===== src/rtl/its_pkg.sv =====
package its_pkg;
  localparam int LVL_W         = 2;
  localparam int OFS_TRAP_PIN  = 0;
  localparam int OFS_TRAP_CORE = 1;
  localparam int OFS_HW_BASE   = 4;
  localparam int OFS_SWI_BASE  = 32;

  typedef enum logic [2:0] {
    SRC_NONE,
    SRC_TRAP_PIN,
    SRC_TRAP_CORE,
    SRC_SWI,
    SRC_HW
  } src_e;
endpackage


===== src/rtl/its_pend.sv =====
module its_pend #(
  parameter int N = 20
) (
  input  logic         clk,
  input  logic         rst_n,
  input  logic [N-1:0] req_i,
  input  logic [N-1:0] clr_i,
  output logic [N-1:0] pend_o
);
  logic [N-1:0] req_q;
  logic [N-1:0] pend_q;
  logic [N-1:0] pend_d;

  for (genvar k = 0; k < N; k++) begin : g_line
    always_comb begin
      pend_d[k] = (pend_q[k] & ~clr_i[k]) | (req_i[k] & ~req_q[k]);
    end

    always_ff @(posedge clk or negedge rst_n) begin
      if (!rst_n) begin
        req_q[k]  <= 1'b0;
        pend_q[k] <= 1'b0;
      end else begin
        req_q[k]  <= req_i[k];
        pend_q[k] <= pend_d[k];
      end
    end
  end

  assign pend_o = pend_q;
endmodule


===== src/rtl/its_arb.sv =====
module its_arb #(
  parameter int N     = 20,
  parameter int LVL_W = 2,
  localparam int IDX_W = (N > 1) ? $clog2(N) : 1
) (
  input  logic [N-1:0]       pend_i,
  input  logic [N*LVL_W-1:0] lvl_i,
  input  logic               allow_i,
  output logic               found_o,
  output logic [IDX_W-1:0]   idx_o
);
  logic [LVL_W-1:0] best_lvl;
  logic [LVL_W-1:0] lv;

  always_comb begin
    best_lvl = '0;
    idx_o    = '0;
    lv       = '0;
    for (int i = 0; i < N; i++) begin
      lv = lvl_i[i*LVL_W +: LVL_W];
      if (allow_i && pend_i[i] && (lv > best_lvl)) begin
        best_lvl = lv;
        idx_o    = IDX_W'(i);
      end
    end
    found_o = (best_lvl != '0);
  end
endmodule


===== src/rtl/its_trap.sv =====
module its_trap (
  input  logic clk,
  input  logic rst_n,
  input  logic pin_i,
  input  logic core_i,
  input  logic take_pin_i,
  input  logic take_core_i,
  input  logic tret_i,
  output logic pin_pend_o,
  output logic core_pend_o,
  output logic in_trap_o
);
  logic pin_q, core_q;
  logic pin_pend_q, core_pend_q, in_trap_q;
  logic pin_pend_d, core_pend_d, in_trap_d;

  always_comb begin
    pin_pend_d  = (pin_pend_q & ~take_pin_i) | (pin_i & ~pin_q);
    core_pend_d = (core_pend_q & ~take_core_i) | (core_i & ~core_q);
    if (take_pin_i || take_core_i) begin
      in_trap_d = 1'b1;
    end else if (tret_i) begin
      in_trap_d = 1'b0;
    end else begin
      in_trap_d = in_trap_q;
    end
  end

  always_ff @(posedge clk or negedge rst_n) begin
    if (!rst_n) begin
      pin_q       <= 1'b0;
      core_q      <= 1'b0;
      pin_pend_q  <= 1'b0;
      core_pend_q <= 1'b0;
      in_trap_q   <= 1'b0;
    end else begin
      pin_q       <= pin_i;
      core_q      <= core_i;
      pin_pend_q  <= pin_pend_d;
      core_pend_q <= core_pend_d;
      in_trap_q   <= in_trap_d;
    end
  end

  assign pin_pend_o  = pin_pend_q;
  assign core_pend_o = core_pend_q;
  assign in_trap_o   = in_trap_q;
endmodule


===== src/rtl/irq_trap_seq.sv =====
module irq_trap_seq
  import its_pkg::*;
#(
  parameter int NUM_IRQ = 20,
  parameter int ADDR_W  = 16,
  parameter int PC_W    = 16,
  parameter int SWI_W   = 6
) (
  input  logic                     clk,
  input  logic                     rst_n,
  input  logic [NUM_IRQ-1:0]       irq_i,
  input  logic                     cfg_wr_i,
  input  logic [NUM_IRQ*LVL_W-1:0] cfg_lvl_i,
  input  logic                     vbase_wr_i,
  input  logic [ADDR_W-1:0]        vbase_i,
  input  logic                     swi_req_i,
  input  logic [SWI_W-1:0]         swi_idx_i,
  input  logic                     trap_pin_i,
  input  logic                     trap_core_i,
  input  logic                     ei_i,
  input  logic                     di_i,
  input  logic                     iret_i,
  input  logic                     tret_i,
  input  logic                     intr_ok_i,
  input  logic [PC_W-1:0]          pc_i,
  output logic                     svc_o,
  output logic [ADDR_W-1:0]        vector_o,
  output logic [PC_W-1:0]          irq_ret_o,
  output logic [PC_W-1:0]          trap_ret_o,
  output logic                     gie_o,
  output logic [NUM_IRQ-1:0]       pend_o,
  output logic                     in_trap_o
);
  localparam int IDX_W = (NUM_IRQ > 1) ? $clog2(NUM_IRQ) : 1;

  // architectural state
  logic                     gie_q, gie_d;
  logic [ADDR_W-1:0]        vbase_q;
  logic [NUM_IRQ*LVL_W-1:0] lvl_q;
  logic                     swi_pend_q, swi_pend_d, swi_load;
  logic [SWI_W-1:0]         swi_idx_q;
  logic [PC_W-1:0]          iret_q, tret_q;
  logic                     svc_q;
  logic [ADDR_W-1:0]        vec_q, vec_d;

  // selection
  logic               can_take;
  logic               pin_pend, core_pend, in_trap;
  logic               hw_found;
  logic [IDX_W-1:0]   hw_idx;
  logic [NUM_IRQ-1:0] hw_clr;
  src_e               sel;
  logic               take_irq, take_trap;

  its_pend #(.N(NUM_IRQ)) u_pend (
    .clk    (clk),
    .rst_n  (rst_n),
    .req_i  (irq_i),
    .clr_i  (hw_clr),
    .pend_o (pend_o)
  );

  its_arb #(.N(NUM_IRQ), .LVL_W(LVL_W)) u_arb (
    .pend_i  (pend_o),
    .lvl_i   (lvl_q),
    .allow_i (gie_q),
    .found_o (hw_found),
    .idx_o   (hw_idx)
  );

  its_trap u_trap (
    .clk         (clk),
    .rst_n       (rst_n),
    .pin_i       (trap_pin_i),
    .core_i      (trap_core_i),
    .take_pin_i  (sel == SRC_TRAP_PIN),
    .take_core_i (sel == SRC_TRAP_CORE),
    .tret_i      (tret_i),
    .pin_pend_o  (pin_pend),
    .core_pend_o (core_pend),
    .in_trap_o   (in_trap)
  );

  // winner selection, fixed class order
  always_comb begin
    can_take = intr_ok_i && !in_trap;
    sel      = SRC_NONE;
    if (can_take) begin
      if (pin_pend)        sel = SRC_TRAP_PIN;
      else if (core_pend)  sel = SRC_TRAP_CORE;
      else if (swi_pend_q) sel = SRC_SWI;
      else if (hw_found)   sel = SRC_HW;
    end
    take_irq  = (sel == SRC_SWI) || (sel == SRC_HW);
    take_trap = (sel == SRC_TRAP_PIN) || (sel == SRC_TRAP_CORE);
    hw_clr    = (sel == SRC_HW) ? (NUM_IRQ'(1) << hw_idx) : '0;
  end

  // vector, enable and software-request next state
  always_comb begin
    unique case (sel)
      SRC_TRAP_PIN:  vec_d = vbase_q + ADDR_W'(OFS_TRAP_PIN);
      SRC_TRAP_CORE: vec_d = vbase_q + ADDR_W'(OFS_TRAP_CORE);
      SRC_SWI:       vec_d = vbase_q + ADDR_W'(OFS_SWI_BASE) + ADDR_W'(swi_idx_q);
      SRC_HW:        vec_d = vbase_q + ADDR_W'(OFS_HW_BASE) + ADDR_W'(hw_idx);
      default:       vec_d = vec_q;
    endcase

    if (di_i)                gie_d = 1'b0;
    else if (take_irq)       gie_d = 1'b0;
    else if (ei_i || iret_i) gie_d = 1'b1;
    else                     gie_d = gie_q;

    swi_load   = swi_req_i && (!swi_pend_q || (sel == SRC_SWI));
    swi_pend_d = swi_load || (swi_pend_q && (sel != SRC_SWI));
  end

  always_ff @(posedge clk or negedge rst_n) begin
    if (!rst_n) begin
      gie_q      <= 1'b0;
      vbase_q    <= '0;
      lvl_q      <= '0;
      swi_pend_q <= 1'b0;
      swi_idx_q  <= '0;
      iret_q     <= '0;
      tret_q     <= '0;
      svc_q      <= 1'b0;
      vec_q      <= '0;
    end else begin
      gie_q      <= gie_d;
      swi_pend_q <= swi_pend_d;
      svc_q      <= take_irq || take_trap;
      vec_q      <= vec_d;
      if (vbase_wr_i) vbase_q   <= vbase_i;
      if (cfg_wr_i)   lvl_q     <= cfg_lvl_i;
      if (swi_load)   swi_idx_q <= swi_idx_i;
      if (take_irq)   iret_q    <= pc_i;
      if (take_trap)  tret_q    <= pc_i;
    end
  end

  assign svc_o      = svc_q;
  assign vector_o   = vec_q;
  assign irq_ret_o  = iret_q;
  assign trap_ret_o = tret_q;
  assign gie_o      = gie_q;
  assign in_trap_o  = in_trap;
endmodule


===== config.mk =====
export PLATFORM = sky130hd
export DESIGN_NAME = irq_trap_seq
export DESIGN_NICKNAME = d
export VERILOG_FILES = /design/src/rtl/its_pkg.sv /design/src/rtl/its_pend.sv /design/src/rtl/its_arb.sv /design/src/rtl/its_trap.sv /design/src/rtl/irq_trap_seq.sv
export SDC_FILE = /design/constraint.sdc
export NUM_CORES = 1
export LEC_CHECK = 0
export CAP_MARGIN = 10
export CORE_ASPECT_RATIO = 1.2
export CORE_MARGIN = 2
export CORE_UTILIZATION = 50
export DETAILED_ROUTE_END_ITERATION = 16
export DONT_BUFFER_PORTS = 1
export GPL_TIMING_DRIVEN = 0
export HOLD_SLACK_MARGIN = 0.06
export SLEW_MARGIN = 15
export SYNTH_ARGS = -nofsm -noshare
export SYNTH_HDL_FRONTEND = slang
export SYNTH_SLANG_ARGS = --single-unit

===== constraint.sdc =====
create_clock -name clk -period 31.3 [get_ports clk]
set_input_delay 1.565 -clock clk [delete_from_list [all_inputs] [get_ports clk]]
set_output_delay 1.565 -clock clk [all_outputs]
set_load 0.005 [all_outputs]

* Word-level counts from Yosys, hierarchy flattened
Cells that the tools add are included.
** Operators by class
- $add $sub $neg :: 5
- Equal/unequal tests :: 5
- $lt $le $gt $ge :: 20
- Mux-type cells :: 51
- Bitwise gates (word level) :: 110
- Shift-type cells :: 1
- Reductions and logical operators :: 55
** Operator list (count)
- $pmux W16 S4 :: 1
- $and A1 B1 Y1 :: 44
- $mux W2 :: 22
- $not A1 Y1 :: 44
- $logic_and A1 B1 Y1 :: 43
- $gt A2 B2 Y1 :: 19
- $mux W4 :: 8
- $mux W3 :: 9
- $or A1 B1 Y1 :: 22
- $mux W20 :: 1
- $mux W5 :: 4
- $shl A1 B5 Y20 const A :: 1
- $add A16 B1 Y16 const B :: 1
- $add A16 B3 Y16 const B :: 1
- $add A16 B5 Y16 :: 1
- $add A16 B6 Y16 :: 1
- $add A16 B6 Y16 const B :: 1
- $eq A3 B2 Y1 const B :: 2
- $logic_or A1 B1 Y1 :: 6
- $mux W1 :: 6
- $reduce_bool A2 Y1 :: 2
- $reduce_bool A4 Y1 :: 1
- $eq A3 B1 Y1 const B :: 1
- $eq A3 B3 Y1 const B :: 1
- other kinds (4) :: 5
** Word-level totals
- Logic and storage cells :: 301
- Register bits :: 158
- Input bits :: 110
- Output and inout port bits :: 71

* Longest topological paths before layout
Gate-level depths: netlist of the first run.
- Depth in word-level cells :: 71
- Gate-level depth with buffers :: 131
- Gate-level depth less buffers :: 130

* Cells and area by module
Synthesis of the first run repeated with hierarchy kept, for this count alone.
** Unflattened totals
- Cell total of the unflattened synthesis :: 857
- Area, all modules :: 9090.0 um2
** Modules (own cells, without submodules)
- irq_trap_seq :: cells each 477, area an instance 5686.7 um2, times used 1, seq. area each 2827.7 um2
- its_arb :: cells each 266, area an instance 1824.2 um2, times used 1, seq. area each 0.0 um2
- its_pend :: cells each 100, area an instance 1401.3 um2, times used 1, seq. area each 1001.0 um2
- its_trap :: cells each 14, area an instance 177.7 um2, times used 1, seq. area each 125.1 um2

* Least setup slack after synthesis of the first run
Ideal clock, no wire load.
- Path type :: register to register
- From :: register gie_q (netlist: gie_o)
- To :: register vec_q[14] (netlist: vector_o[14])
- Setup time :: 121 ps
- Required time :: 31179 ps
- Clock period less this slack :: 24532 ps
- Arrival :: 24411 ps
- Cell stages (with the launch flop) :: 130
- Path buffers :: 1
- Path slack :: 6768 ps
- Cells stage by stage :: dfrtp_1 and3_1 clkbuf_2 clkinv_1 ha_1 nor2b_4 o211ai_2 mux2_2 ha_1 nor2_1 nor2_1 or4_1 a21o_1 and2_1 ha_1 nor2_1 o2111a_1 o211ai_1 [... 94 more ...] ha_1 nor2b_1 o2111ai_1 nand2_1 nor3_1 nand2_1 ha_1 inv_1 ha_1 a21o_1 a21oi_1 o21bai_1 a21oi_1 nor2b_1 a21oi_1 nor2_1 o32a_1 a22o_1
** Between the ends
- Word-level cells in the longest chain between the ends :: 68
- Elaborated cells between the ends (all ways) :: 111
- Those cells by class :: add/sub (1); order compare (19); eq/ne (4); mux (45); reduce/logical (42)
** Ends and longest elaborated chain
- start: declaration :: RTL line irq_trap_seq.sv:37 : logic gie_q, gie_d;
- start signal: assignment :: RTL line irq_trap_seq.sv:130 : gie_q <= gie_d;
- $logic_and A1 B1 Y1 (2 in series) :: RTL line its_arb.sv:21 : if (allow_i && pend_i[i] && (lv > best_lvl)) begin
- $mux W2 :: RTL line its_arb.sv:21
- $gt A2 B2 Y1 :: RTL line its_arb.sv:21
- $logic_and A1 B1 Y1 :: RTL line its_arb.sv:21
- $mux W2 :: RTL line its_arb.sv:21
- $gt A2 B2 Y1 :: RTL line its_arb.sv:21
- $logic_and A1 B1 Y1 :: RTL line its_arb.sv:21
- $mux W2 :: RTL line its_arb.sv:21
- [... 51 more ...]
- $reduce_bool A2 Y1 :: RTL line its_arb.sv:26 : found_o = (best_lvl != '0);
- $mux W3 :: RTL line irq_trap_seq.sv:92 : else if (hw_found) sel = SRC_HW;
- $mux W3 :: RTL line irq_trap_seq.sv:91 : else if (swi_pend_q) sel = SRC_SWI;
- $mux W3 :: RTL line irq_trap_seq.sv:90 : else if (core_pend) sel = SRC_TRAP_CORE;
- $mux W3 :: RTL line irq_trap_seq.sv:89 : if (pin_pend) sel = SRC_TRAP_PIN;
- $mux W3 :: RTL line irq_trap_seq.sv:88 : if (can_take) begin
- $eq A3 B3 Y1, or another cell as far along :: RTL line irq_trap_seq.sv:101 : unique case (sel)
- $pmux W16 S4 / $reduce_bool A4 Y1 (equally long branches)
- end signal: assignment :: RTL line irq_trap_seq.sv:133 : vec_q <= vec_d;
- end: declaration :: RTL line irq_trap_seq.sv:44 : logic [ADDR_W-1:0] vec_q, vec_d;
Parallel ways exist; a longest one is shown, timed or not.
A chain may end at the register's enable or synchronous reset.

* Worst setup path in the final report of the first run
Same ends and word-level chain as after synthesis.

==> flow_results.xml, run 1 <==
<?xml version="1.0" encoding="UTF-8"?>
<metrics>
  <group name="run_status">
    <metric name="run_status" unit="">finished clean</metric>
  </group>
  <group name="route">
    <metric name="drt-pass1-iter-count" unit="">6</metric>
    <metric name="number_of_drc_violations_after_detailed_routing" unit="">0</metric>
    <metric name="finalWirelength" unit="mm">24.9</metric>
    <metric name="detail_route.wl_per_cell" unit="um">21.3</metric>
    <metric name="dr_total_vias" unit="">7377</metric>
    <metric name="first_iter_violations" unit="">559</metric>
    <metric name="post_drt_via_cell_ratio" unit="">6.32</metric>
    <metric name="drt.antenna.violating_nets" unit="">0</metric>
  </group>
  <group name="logic_synthesis">
    <metric name="synth_warnings" unit="">0</metric>
    <metric name="synthDistinctLibCells" unit="">85</metric>
    <metric name="syn-cell-area" unit="um^2">9130</metric>
    <metric name="synth_enable_flop_cells" unit="">0</metric>
    <metric name="synthDominantCellAreaShare" unit="%">43.3</metric>
    <metric name="async_flop_share" unit="%">100</metric>
    <metric name="postSynth.topFlopCell" unit="">sky130_fd_sc_hd__dfrtp_1</metric>
    <metric name="synth_area_per_cell" unit="um^2">9.99</metric>
    <metric name="register_bit_total_from_synthesis" unit="">158</metric>
    <metric name="synthDominantAreaCellType" unit="">sky130_fd_sc_hd__dfrtp_1</metric>
    <metric name="biggest_area_contributors_in_the_synthesized_netlist" unit="">sky130_fd_sc_hd__dfrtp_1 (43%), sky130_fd_sc_hd__mux2_2 (8.4%), sky130_fd_sc_hd__ha_1 (6.0%)</metric>
    <metric name="netlist_instances" unit="">913</metric>
    <metric name="syn_nets" unit="">1069</metric>
    <metric name="synth_sequential_area_ratio" unit="%">43.3</metric>
  </group>
  <group name="global_route">
    <metric name="pin_count_of_the_biggest_net_entering_global_routing" unit="">159</metric>
    <metric name="grt-ovfl-total" unit="">0</metric>
    <metric name="antenna_found_initial" unit="">0</metric>
    <metric name="groute.usage.overall" unit="%">26.1</metric>
    <metric name="first_pass_grt_wire_length" unit="mm">40.2</metric>
    <metric name="grt_pass1_vias" unit="">7836</metric>
  </group>
  <group name="sta">
    <metric name="layout_min_cycle_time" unit="ns">29.09</metric>
    <metric name="setup_viol" unit="">0</metric>
    <metric name="final.period_utilization" unit="%">92.9</metric>
    <metric name="rsz0062_at_grt" unit="">no</metric>
    <metric name="final-max-slew-violation-count" unit="">0</metric>
    <metric name="final-hold-violation-count" unit="">0</metric>
    <metric name="max-slew-margin-rel" unit="%">25.2</metric>
    <metric name="maxClockFrequency" unit="MHz">34.4</metric>
    <metric name="worst_clock_skew" unit="ns">0.0122</metric>
    <metric name="worstMarginPinSlew" unit="ns">1.11</metric>
    <metric name="setup_total_negative_slack" unit="ns">0</metric>
    <metric name="fin_ws" unit="ns">2.21</metric>
  </group>
  <group name="clocking">
    <metric name="numClockSinks" unit="">158</metric>
    <metric name="post-cts-setup-buffers" unit="">0</metric>
    <metric name="ctsLongestPathBuffers" unit="">2</metric>
    <metric name="clock_tree_from_tritoncts" unit="">done</metric>
    <metric name="cts.htree.levels" unit="">4</metric>
    <metric name="ctsRootBufferMaster" unit="">sky130_fd_sc_hd__clkbuf_16</metric>
    <metric name="numCtsBuffers" unit="">17</metric>
    <metric name="clkTransAtPathRegs" unit="ns">0.07</metric>
    <metric name="insertion_delay" unit="ns">0.43</metric>
    <metric name="cts.hold.buffers_added" unit="">0</metric>
  </group>
  <group name="floorplan">
    <metric name="design.portCount" unit="">181</metric>
    <metric name="initial_utilization" unit="%">50.6</metric>
    <metric name="die_height" unit="um">152</metric>
    <metric name="row_count" unit="">54</metric>
    <metric name="fp.dieArea" unit="um^2">19400</metric>
    <metric name="core_area" unit="um^2">18000</metric>
    <metric name="die_w" unit="um">127</metric>
  </group>
  <group name="setup_path">
    <metric name="endpoint_kind" unit="">flip-flop</metric>
    <metric name="cp_max_fo" unit="">9</metric>
    <metric name="worst_path_max_delay_cell" unit="">sky130_fd_sc_hd__o21ai_1</metric>
    <metric name="start_kind" unit="">flip-flop</metric>
    <metric name="cp_data_arrival_time" unit="ns">29.40</metric>
    <metric name="crit_start" unit="">gie_o</metric>
    <metric name="setup.reg_to_reg.worst_slack" unit="ns">2.21</metric>
    <metric name="timing.critical_path.mode_cell" unit="">sky130_fd_sc_hd__nor2_1</metric>
    <metric name="timing.setup.critical_path_class" unit="">flip-flop to flip-flop</metric>
    <metric name="critical_path.reg2reg.startpoint" unit="">gie_o</metric>
    <metric name="worstPathRequired" unit="ns">31.62</metric>
    <metric name="critical-path-max-stage-delay" unit="ns">0.50</metric>
  </group>
  <group name="layout">
    <metric name="area_delta_synth_final" unit="%">9.93</metric>
    <metric name="sequential_cell_area" unit="um^2">3950</metric>
    <metric name="n_antenna_cell" unit="">0</metric>
    <metric name="multi_input_area" unit="um^2">4810</metric>
    <metric name="layout-drive-gt1-share" unit="%">14.5</metric>
    <metric name="fillCellCount" unit="">1609</metric>
    <metric name="final_net_count" unit="">1088</metric>
  </group>
  <group name="power_and_ir_drop">
    <metric name="worst_ir_drop_vdd" unit="uV">42.3</metric>
    <metric name="cellLeakagePower" unit="uW">0.00434</metric>
    <metric name="power.density" unit="nW/um^2">87.9</metric>
  </group>
  <group name="placed_design">
    <metric name="pre_cts_ws" unit="ns">2.13</metric>
    <metric name="portBuffers" unit="">0</metric>
    <metric name="gp_congestion" unit="">0.935</metric>
    <metric name="detailed_place_hpwl" unit="mm">18.6</metric>
  </group>
  <group name="worst_hold_path">
    <metric name="timing.hold.worst.start" unit="">u_trap.core_q</metric>
    <metric name="worstHoldPathType" unit="">flip-flop to flip-flop</metric>
  </group>
  <group name="run">
    <metric name="cap_violations" unit="">0</metric>
  </group>
</metrics>
## state kept, by name (all words and copies together), names as in the netlist
register            flops
gie_o                   1
u_pend.pend_o          20
u_trap.core_q           1
irq_ret_o              16
swi_pend_q              1
vector_o               16
svc_o                   1
vbase_q                16
u_trap.core_pend_o      1
u_trap.pin_pend_o       1
u_trap.pin_q            1
u_trap.in_trap_o        1
u_pend.req_q           20
lvl_q                  40
swi_idx_q               6
trap_ret_o             16
## synthesized netlist by cell type (14+ instances only)
master                     instances
sky130_fd_sc_hd__a21oi_1          31
sky130_fd_sc_hd__ha_1             44
sky130_fd_sc_hd__o21ai_0          55
sky130_fd_sc_hd__and3_1           14
sky130_fd_sc_hd__clkbuf_1         21
sky130_fd_sc_hd__nand2_1          90
sky130_fd_sc_hd__a22o_1           17
sky130_fd_sc_hd__nor2b_1          14
sky130_fd_sc_hd__dfrtp_1         158
sky130_fd_sc_hd__nand4_1          24
sky130_fd_sc_hd__nand3_1          22
sky130_fd_sc_hd__nor2_1           61
sky130_fd_sc_hd__o211ai_1         14
sky130_fd_sc_hd__and2_1           21
sky130_fd_sc_hd__nor3_1           14
sky130_fd_sc_hd__mux2_2           68
sky130_fd_sc_hd__inv_1            61
## worst max-delay path: cells and delay by family (launching register included)
kind,cells,cell delay (ns)
AOI/OAI and AO/OA,50,11.55
adders and majority gates,22,6.21
muxes,3,1.20
buffers and inverters,4,0.61
and+or+nand+nor,50,8.91
DFF,1,0.48
## per-stage QoR
stage / power [uW] / instance area [um^2] / utilization, % / cells / hold slack, ns
after CTS: 881 / 10000 / 55.5 / 1168 / 0.428
after detailed placement: 663 / 9410 / 52.1 / 1137 / 0.412
after global placement: 651 / 9410 / 52.1 / 1137 / 0.405
after global routing: 944 / 10000 / 55.6 / 1168 / 0.465
after floorplan: 569 / 9130 / - / 913 / 0.400
final: 882 / 10000 / 55.6 / 1168 / 0.426
## cells in the final DEF (no fill, tap or decap), types with 7 or more instances in the layout
master,n
sky130_fd_sc_hd__dfrtp_1,158
sky130_fd_sc_hd__nand2_1,90
sky130_fd_sc_hd__mux2_2,68
sky130_fd_sc_hd__inv_1,61
sky130_fd_sc_hd__nor2_1,61
sky130_fd_sc_hd__o21ai_0,55
sky130_fd_sc_hd__ha_1,44
sky130_fd_sc_hd__a21oi_1,30
sky130_fd_sc_hd__nand4_1,24
sky130_fd_sc_hd__nand3_1,22
sky130_fd_sc_hd__and2_1,21
sky130_fd_sc_hd__clkbuf_1,21
sky130_fd_sc_hd__a22o_1,17
sky130_fd_sc_hd__clkbuf_16,17
sky130_fd_sc_hd__and3_1,14
sky130_fd_sc_hd__o211ai_1,14
sky130_fd_sc_hd__nor2b_1,14
sky130_fd_sc_hd__nor3_1,13
sky130_fd_sc_hd__o2111ai_1,11
sky130_fd_sc_hd__a21o_1,11
sky130_fd_sc_hd__xnor2_1,11
sky130_fd_sc_hd__nand2b_1,10
sky130_fd_sc_hd__mux2_4,9
sky130_fd_sc_hd__a22oi_1,7
## logic make-up (layout without fill, tap and decap cells)
| logic type | count (synthesis) | count (layout) | synth area share, % |
|---|---|---|---|
| xor+xnor | 14 | 14 | 1.34 |
| flops | 158 | 158 | 43.3 |
| buf+inv | 94 | 125 | 4.22 |
| compound gates | 233 | 233 | 18.9 |
| simple gates | 288 | 288 | 15.5 |
| fa+ha+maj | 47 | 47 | 6.58 |
| mux | 79 | 79 | 10.1 |
## timing repair
item | in CTS | in global routing
endpoints found under the hold margin | 0 | 0
gates resized for setup | 0 | 5
setup endpoints to repair | 0 | 12
## worst paths after layout
check                                      to  cells past startpoint
setup / recovery                 vector_o[14]                    129
hold / removal             u_trap.core_pend_o                      1
setup reg to reg                 vector_o[14]                    129
hold reg to reg            u_trap.core_pend_o                      1
max in group asynchronous           lvl_q[37]                      0
min in group asynchronous            lvl_q[2]                      0
## report_power, final
part           switching [uW]  internal (uW)  leakage [uW]  total [uW]
Clock                    92.3            120      0.000292         213
Combinational             223            162       0.00224         385
Sequential               38.1            246       0.00181         285
## cell type report
class / count / share of cell area [%]
Multi-Input combinational cell: 661 / 48.0
Sequential cell: 158 / 39.4
Clock buffer: 17 / 4.24
Tap cell: 224 / 2.79
Inverter: 62 / 2.32
Clock inverter: 14 / 1.72
Buffer: 32 / 1.52
## per-layer routing
| layer | share of wire, % | global-route usage (%) |
|---|---|---|
| met1 | 39 | 29.9 |
| met2 | 50 | 45.0 |
| met3 | 6.9 | 6.76 |
| met4 | 4.3 | 13.0 |
| met5 | 0 | 0 |
(Power assumes the default switching activity.)
==> run 2: changes to the inputs <==
--- a/config.mk
+++ b/config.mk
@@ -11,7 +11,6 @@
 export CORE_UTILIZATION = 50
 export DETAILED_ROUTE_END_ITERATION = 16
 export DONT_BUFFER_PORTS = 1
-export GPL_TIMING_DRIVEN = 0
 export HOLD_SLACK_MARGIN = 0.06
 export SLEW_MARGIN = 15
 export SYNTH_ARGS = -nofsm -noshare
==> run 2 against run 1 <==
  * Total power decreased by 0.80%
  * Worst hold slack got worse by 0.0012 ns
  * Fmax about the same
  * Non-clock buffer count decreased by 28
  * Clock power about the same
  * Register-to-register slack improved by 0.02 ns
  * Cell count decreased by 2.3%
  * Global-route usage decreased by 1.4 points
  * Die area unchanged
  * Sequential share of layout area increased by 0.45 points
  * Via count decreased by 3.3%
  * Largest cell class unchanged
==> flow_results.xml, run 2 (synthesis gave the netlist of run 1 again) <==
<?xml version="1.0" encoding="UTF-8"?>
<metrics>
  <group name="floorplan">
    <metric name="design.portCount" unit="">181</metric>
    <metric name="die_height" unit="um">152</metric>
    <metric name="core_area" unit="um^2">18000</metric>
    <metric name="row_count" unit="">54</metric>
    <metric name="fp.dieArea" unit="um^2">19400</metric>
    <metric name="die_w" unit="um">127</metric>
    <metric name="initial_utilization" unit="%">50.6</metric>
  </group>
  <group name="setup_path">
    <metric name="cp_data_arrival_time" unit="ns">29.40</metric>
    <metric name="r2r.worst_path.cells" unit="">128</metric>
    <metric name="endpoint_kind" unit="">flip-flop</metric>
    <metric name="worstPathRequired" unit="ns">31.63</metric>
    <metric name="critical_path.reg2reg.startpoint" unit="">gie_o</metric>
    <metric name="worst_path_max_delay_cell" unit="">sky130_fd_sc_hd__nor3b_1</metric>
    <metric name="regToRegEndpoint" unit="">vector_o[13]</metric>
    <metric name="timing.setup.critical_path_class" unit="">flip-flop to flip-flop</metric>
    <metric name="timing.critical_path.mode_cell" unit="">sky130_fd_sc_hd__nor2_1</metric>
    <metric name="critical-path-max-stage-delay" unit="ns">0.49</metric>
    <metric name="start_kind" unit="">flip-flop</metric>
    <metric name="setup.reg_to_reg.worst_slack" unit="ns">2.23</metric>
    <metric name="cp_max_fo" unit="">42</metric>
  </group>
  <group name="sta">
    <metric name="setup_viol" unit="">0</metric>
    <metric name="setup_total_negative_slack" unit="ns">0</metric>
    <metric name="hold-worst-slack" unit="ns">0.425</metric>
    <metric name="final.period_utilization" unit="%">92.9</metric>
    <metric name="worst_clock_skew" unit="ns">0.0154</metric>
    <metric name="layout_min_cycle_time" unit="ns">29.07</metric>
    <metric name="final-hold-violation-count" unit="">0</metric>
    <metric name="worstMarginPinSlew" unit="ns">1.04</metric>
    <metric name="max-slew-margin-rel" unit="%">30.1</metric>
    <metric name="fin_ws" unit="ns">2.23</metric>
    <metric name="rsz0062_at_grt" unit="">no</metric>
    <metric name="final-max-slew-violation-count" unit="">0</metric>
    <metric name="maxClockFrequency" unit="MHz">34.4</metric>
  </group>
  <group name="global_route">
    <metric name="first_pass_grt_wire_length" unit="mm">38.2</metric>
    <metric name="pin_count_of_the_biggest_net_entering_global_routing" unit="">159</metric>
    <metric name="antenna_found_initial" unit="">0</metric>
    <metric name="groute.usage.overall" unit="%">24.7</metric>
    <metric name="grt-ovfl-total" unit="">0</metric>
    <metric name="grt_pass1_vias" unit="">7212</metric>
  </group>
  <group name="layout">
    <metric name="layout_common_cells" unit="">sky130_fd_sc_hd__dfrtp_1 (158), sky130_fd_sc_hd__nand2_1 (90), sky130_fd_sc_hd__mux2_2 (68)</metric>
    <metric name="final_net_count" unit="">1060</metric>
    <metric name="fillCellCount" unit="">1633</metric>
    <metric name="largest_register_ff_count" unit="">40</metric>
    <metric name="regMostFlops" unit="">lvl_q</metric>
    <metric name="area_delta_synth_final" unit="%">8.69</metric>
    <metric name="layout-drive-gt1-share" unit="%">14.4</metric>
    <metric name="n_antenna_cell" unit="">0</metric>
    <metric name="mostFrequentLayoutCell" unit="">sky130_fd_sc_hd__dfrtp_1</metric>
  </group>
  <group name="power_and_ir_drop">
    <metric name="power.share.switching" unit="%">40.4</metric>
    <metric name="worst_ir_drop_vdd" unit="uV">46.9</metric>
    <metric name="power.share.clock" unit="%">24.6</metric>
    <metric name="power_frac_comb" unit="%">42.8</metric>
    <metric name="power.internal" unit="uW">522</metric>
    <metric name="switchingPower" unit="uW">353</metric>
    <metric name="cellLeakagePower" unit="uW">0.00429</metric>
    <metric name="pwr-share-seq" unit="%">32.7</metric>
    <metric name="power.density" unit="nW/um^2">88.2</metric>
  </group>
  <group name="route">
    <metric name="drt-pass1-iter-count" unit="">7</metric>
    <metric name="dr_total_vias" unit="">7133</metric>
    <metric name="drt.antenna.violating_nets" unit="">0</metric>
    <metric name="first_iter_violations" unit="">458</metric>
    <metric name="number_of_drc_violations_after_detailed_routing" unit="">0</metric>
    <metric name="detail_route.wl_per_cell" unit="um">20.6</metric>
    <metric name="finalWirelength" unit="mm">23.5</metric>
    <metric name="post_drt_via_cell_ratio" unit="">6.25</metric>
  </group>
  <group name="run_status">
    <metric name="run_status" unit="">finished clean</metric>
  </group>
  <group name="clocking">
    <metric name="insertion_delay" unit="ns">0.44</metric>
    <metric name="numClockSinks" unit="">158</metric>
    <metric name="cts.htree.levels" unit="">4</metric>
    <metric name="numCtsBuffers" unit="">17</metric>
    <metric name="cts.hold.buffers_added" unit="">0</metric>
    <metric name="clock_tree_from_tritoncts" unit="">done</metric>
    <metric name="ctsRootBufferMaster" unit="">sky130_fd_sc_hd__clkbuf_16</metric>
    <metric name="clkTransAtPathRegs" unit="ns">0.07</metric>
    <metric name="ctsLongestPathBuffers" unit="">2</metric>
  </group>
  <group name="placed_design">
    <metric name="detailed_place_hpwl" unit="mm">17.5</metric>
    <metric name="gp_congestion" unit="">0.837</metric>
    <metric name="portBuffers" unit="">0</metric>
    <metric name="pre_cts_ws" unit="ns">1.92</metric>
  </group>
  <group name="worst_hold_path">
    <metric name="timing.hold.worst.start" unit="">u_trap.pin_q</metric>
    <metric name="hold_end" unit="">u_trap.pin_pend_o</metric>
    <metric name="hold_path_depth" unit="">1</metric>
    <metric name="worstHoldPathType" unit="">flip-flop to flip-flop</metric>
  </group>
  <group name="run">
    <metric name="cap_violations" unit="">0</metric>
  </group>
</metrics>
-- run 2: changes by cell type in the layout (fill, tap and decap cells not counted), moves of 2 or more --
| cell | delta |
|---|---|
| sky130_fd_sc_hd__buf_2 | -6 |
| sky130_fd_sc_hd__inv_8 | +4 |
| sky130_fd_sc_hd__inv_6 | -3 |
| sky130_fd_sc_hd__buf_1 | -2 |
| sky130_fd_sc_hd__clkbuf_1 | -21 |
| sky130_fd_sc_hd__clkinv_8 | +2 |
| sky130_fd_sc_hd__buf_4 | +4 |
-- run 2: worst max-delay path by stage --
stage	from	end	slack [ns]	cells after the start
finish	gie_o	vector_o[13]	2.23	128
global route	gie_o	vector_o[14]	0.09	129
CTS	gie_o	vector_o[14]	1.76	129
detailed placement	gie_o	vector_o[14]	1.92	129
global placement	gie_o	vector_o[14]	2.44	129
floorplan	gie_o	vector_o[14]	6.77	129
-- run 2: worst max-delay path: cells and delay by family (launching register included) --
kind	cells	cell delay, ns
AO/OA/AOI/OAI	47	10.97
XOR/XNOR	1	0.09
adder cells (fa/ha/maj)	23	6.48
buffers and inverters	5	0.91
flip-flops	1	0.32
multiplexers	3	1.20
AND/OR/NAND/NOR	49	8.85
-- run 2: cell type report --
class                           count  area [um^2]  share of cell area, %
Clock inverter                     15          189                   1.90
Tap cell                          224          280                   2.83
Multi-Input combinational cell    661         4810                   48.5
Timing Repair Buffer                4         30.0                  0.303
Inverter                           62          233                   2.35
Sequential cell                   158         3950                   39.9
Clock buffer                       17          425                   4.29
-- run 2: routing by layer --
metal  part of all wire [%]  vias to the layer above  global-route usage [%]
li1                       -                     3337                       -
met1                     40                     3521                    29.6
met2                     52                      234                    43.0
met3                    6.2                       41                    6.27
met4                    2.1                        0                    8.32
met5                      0                        -                       0
-- run 2: power by group through the flow --
stage | logic (uW) | clock network (uW) | registers (uW)
finish | 374 | 215 | 286
global route | 423 | 227 | 291
CTS | 373 | 218 | 286
detailed placement | 370 | 0 | 289
global placement | 359 | 0 | 288
floorplan | 295 | 0 | 274
-- run 2: through the flow --
stage	area (um^2)	util, %	power [uW]	instances
after floorplan	9130	-	569	913
after global placement	9280	51.5	647	1109
after detailed placement	9280	51.5	659	1109
after CTS	9900	54.9	877	1141
after global routing	9920	55.0	941	1141
final	9920	55.0	875	1141
-- run 2: timing repair --
action,4_1_cts,5_1_grt
endpoints found under the hold margin,0,0
resized for setup,0,5
setup buffers,0,0
setup endpoints to repair,0,10
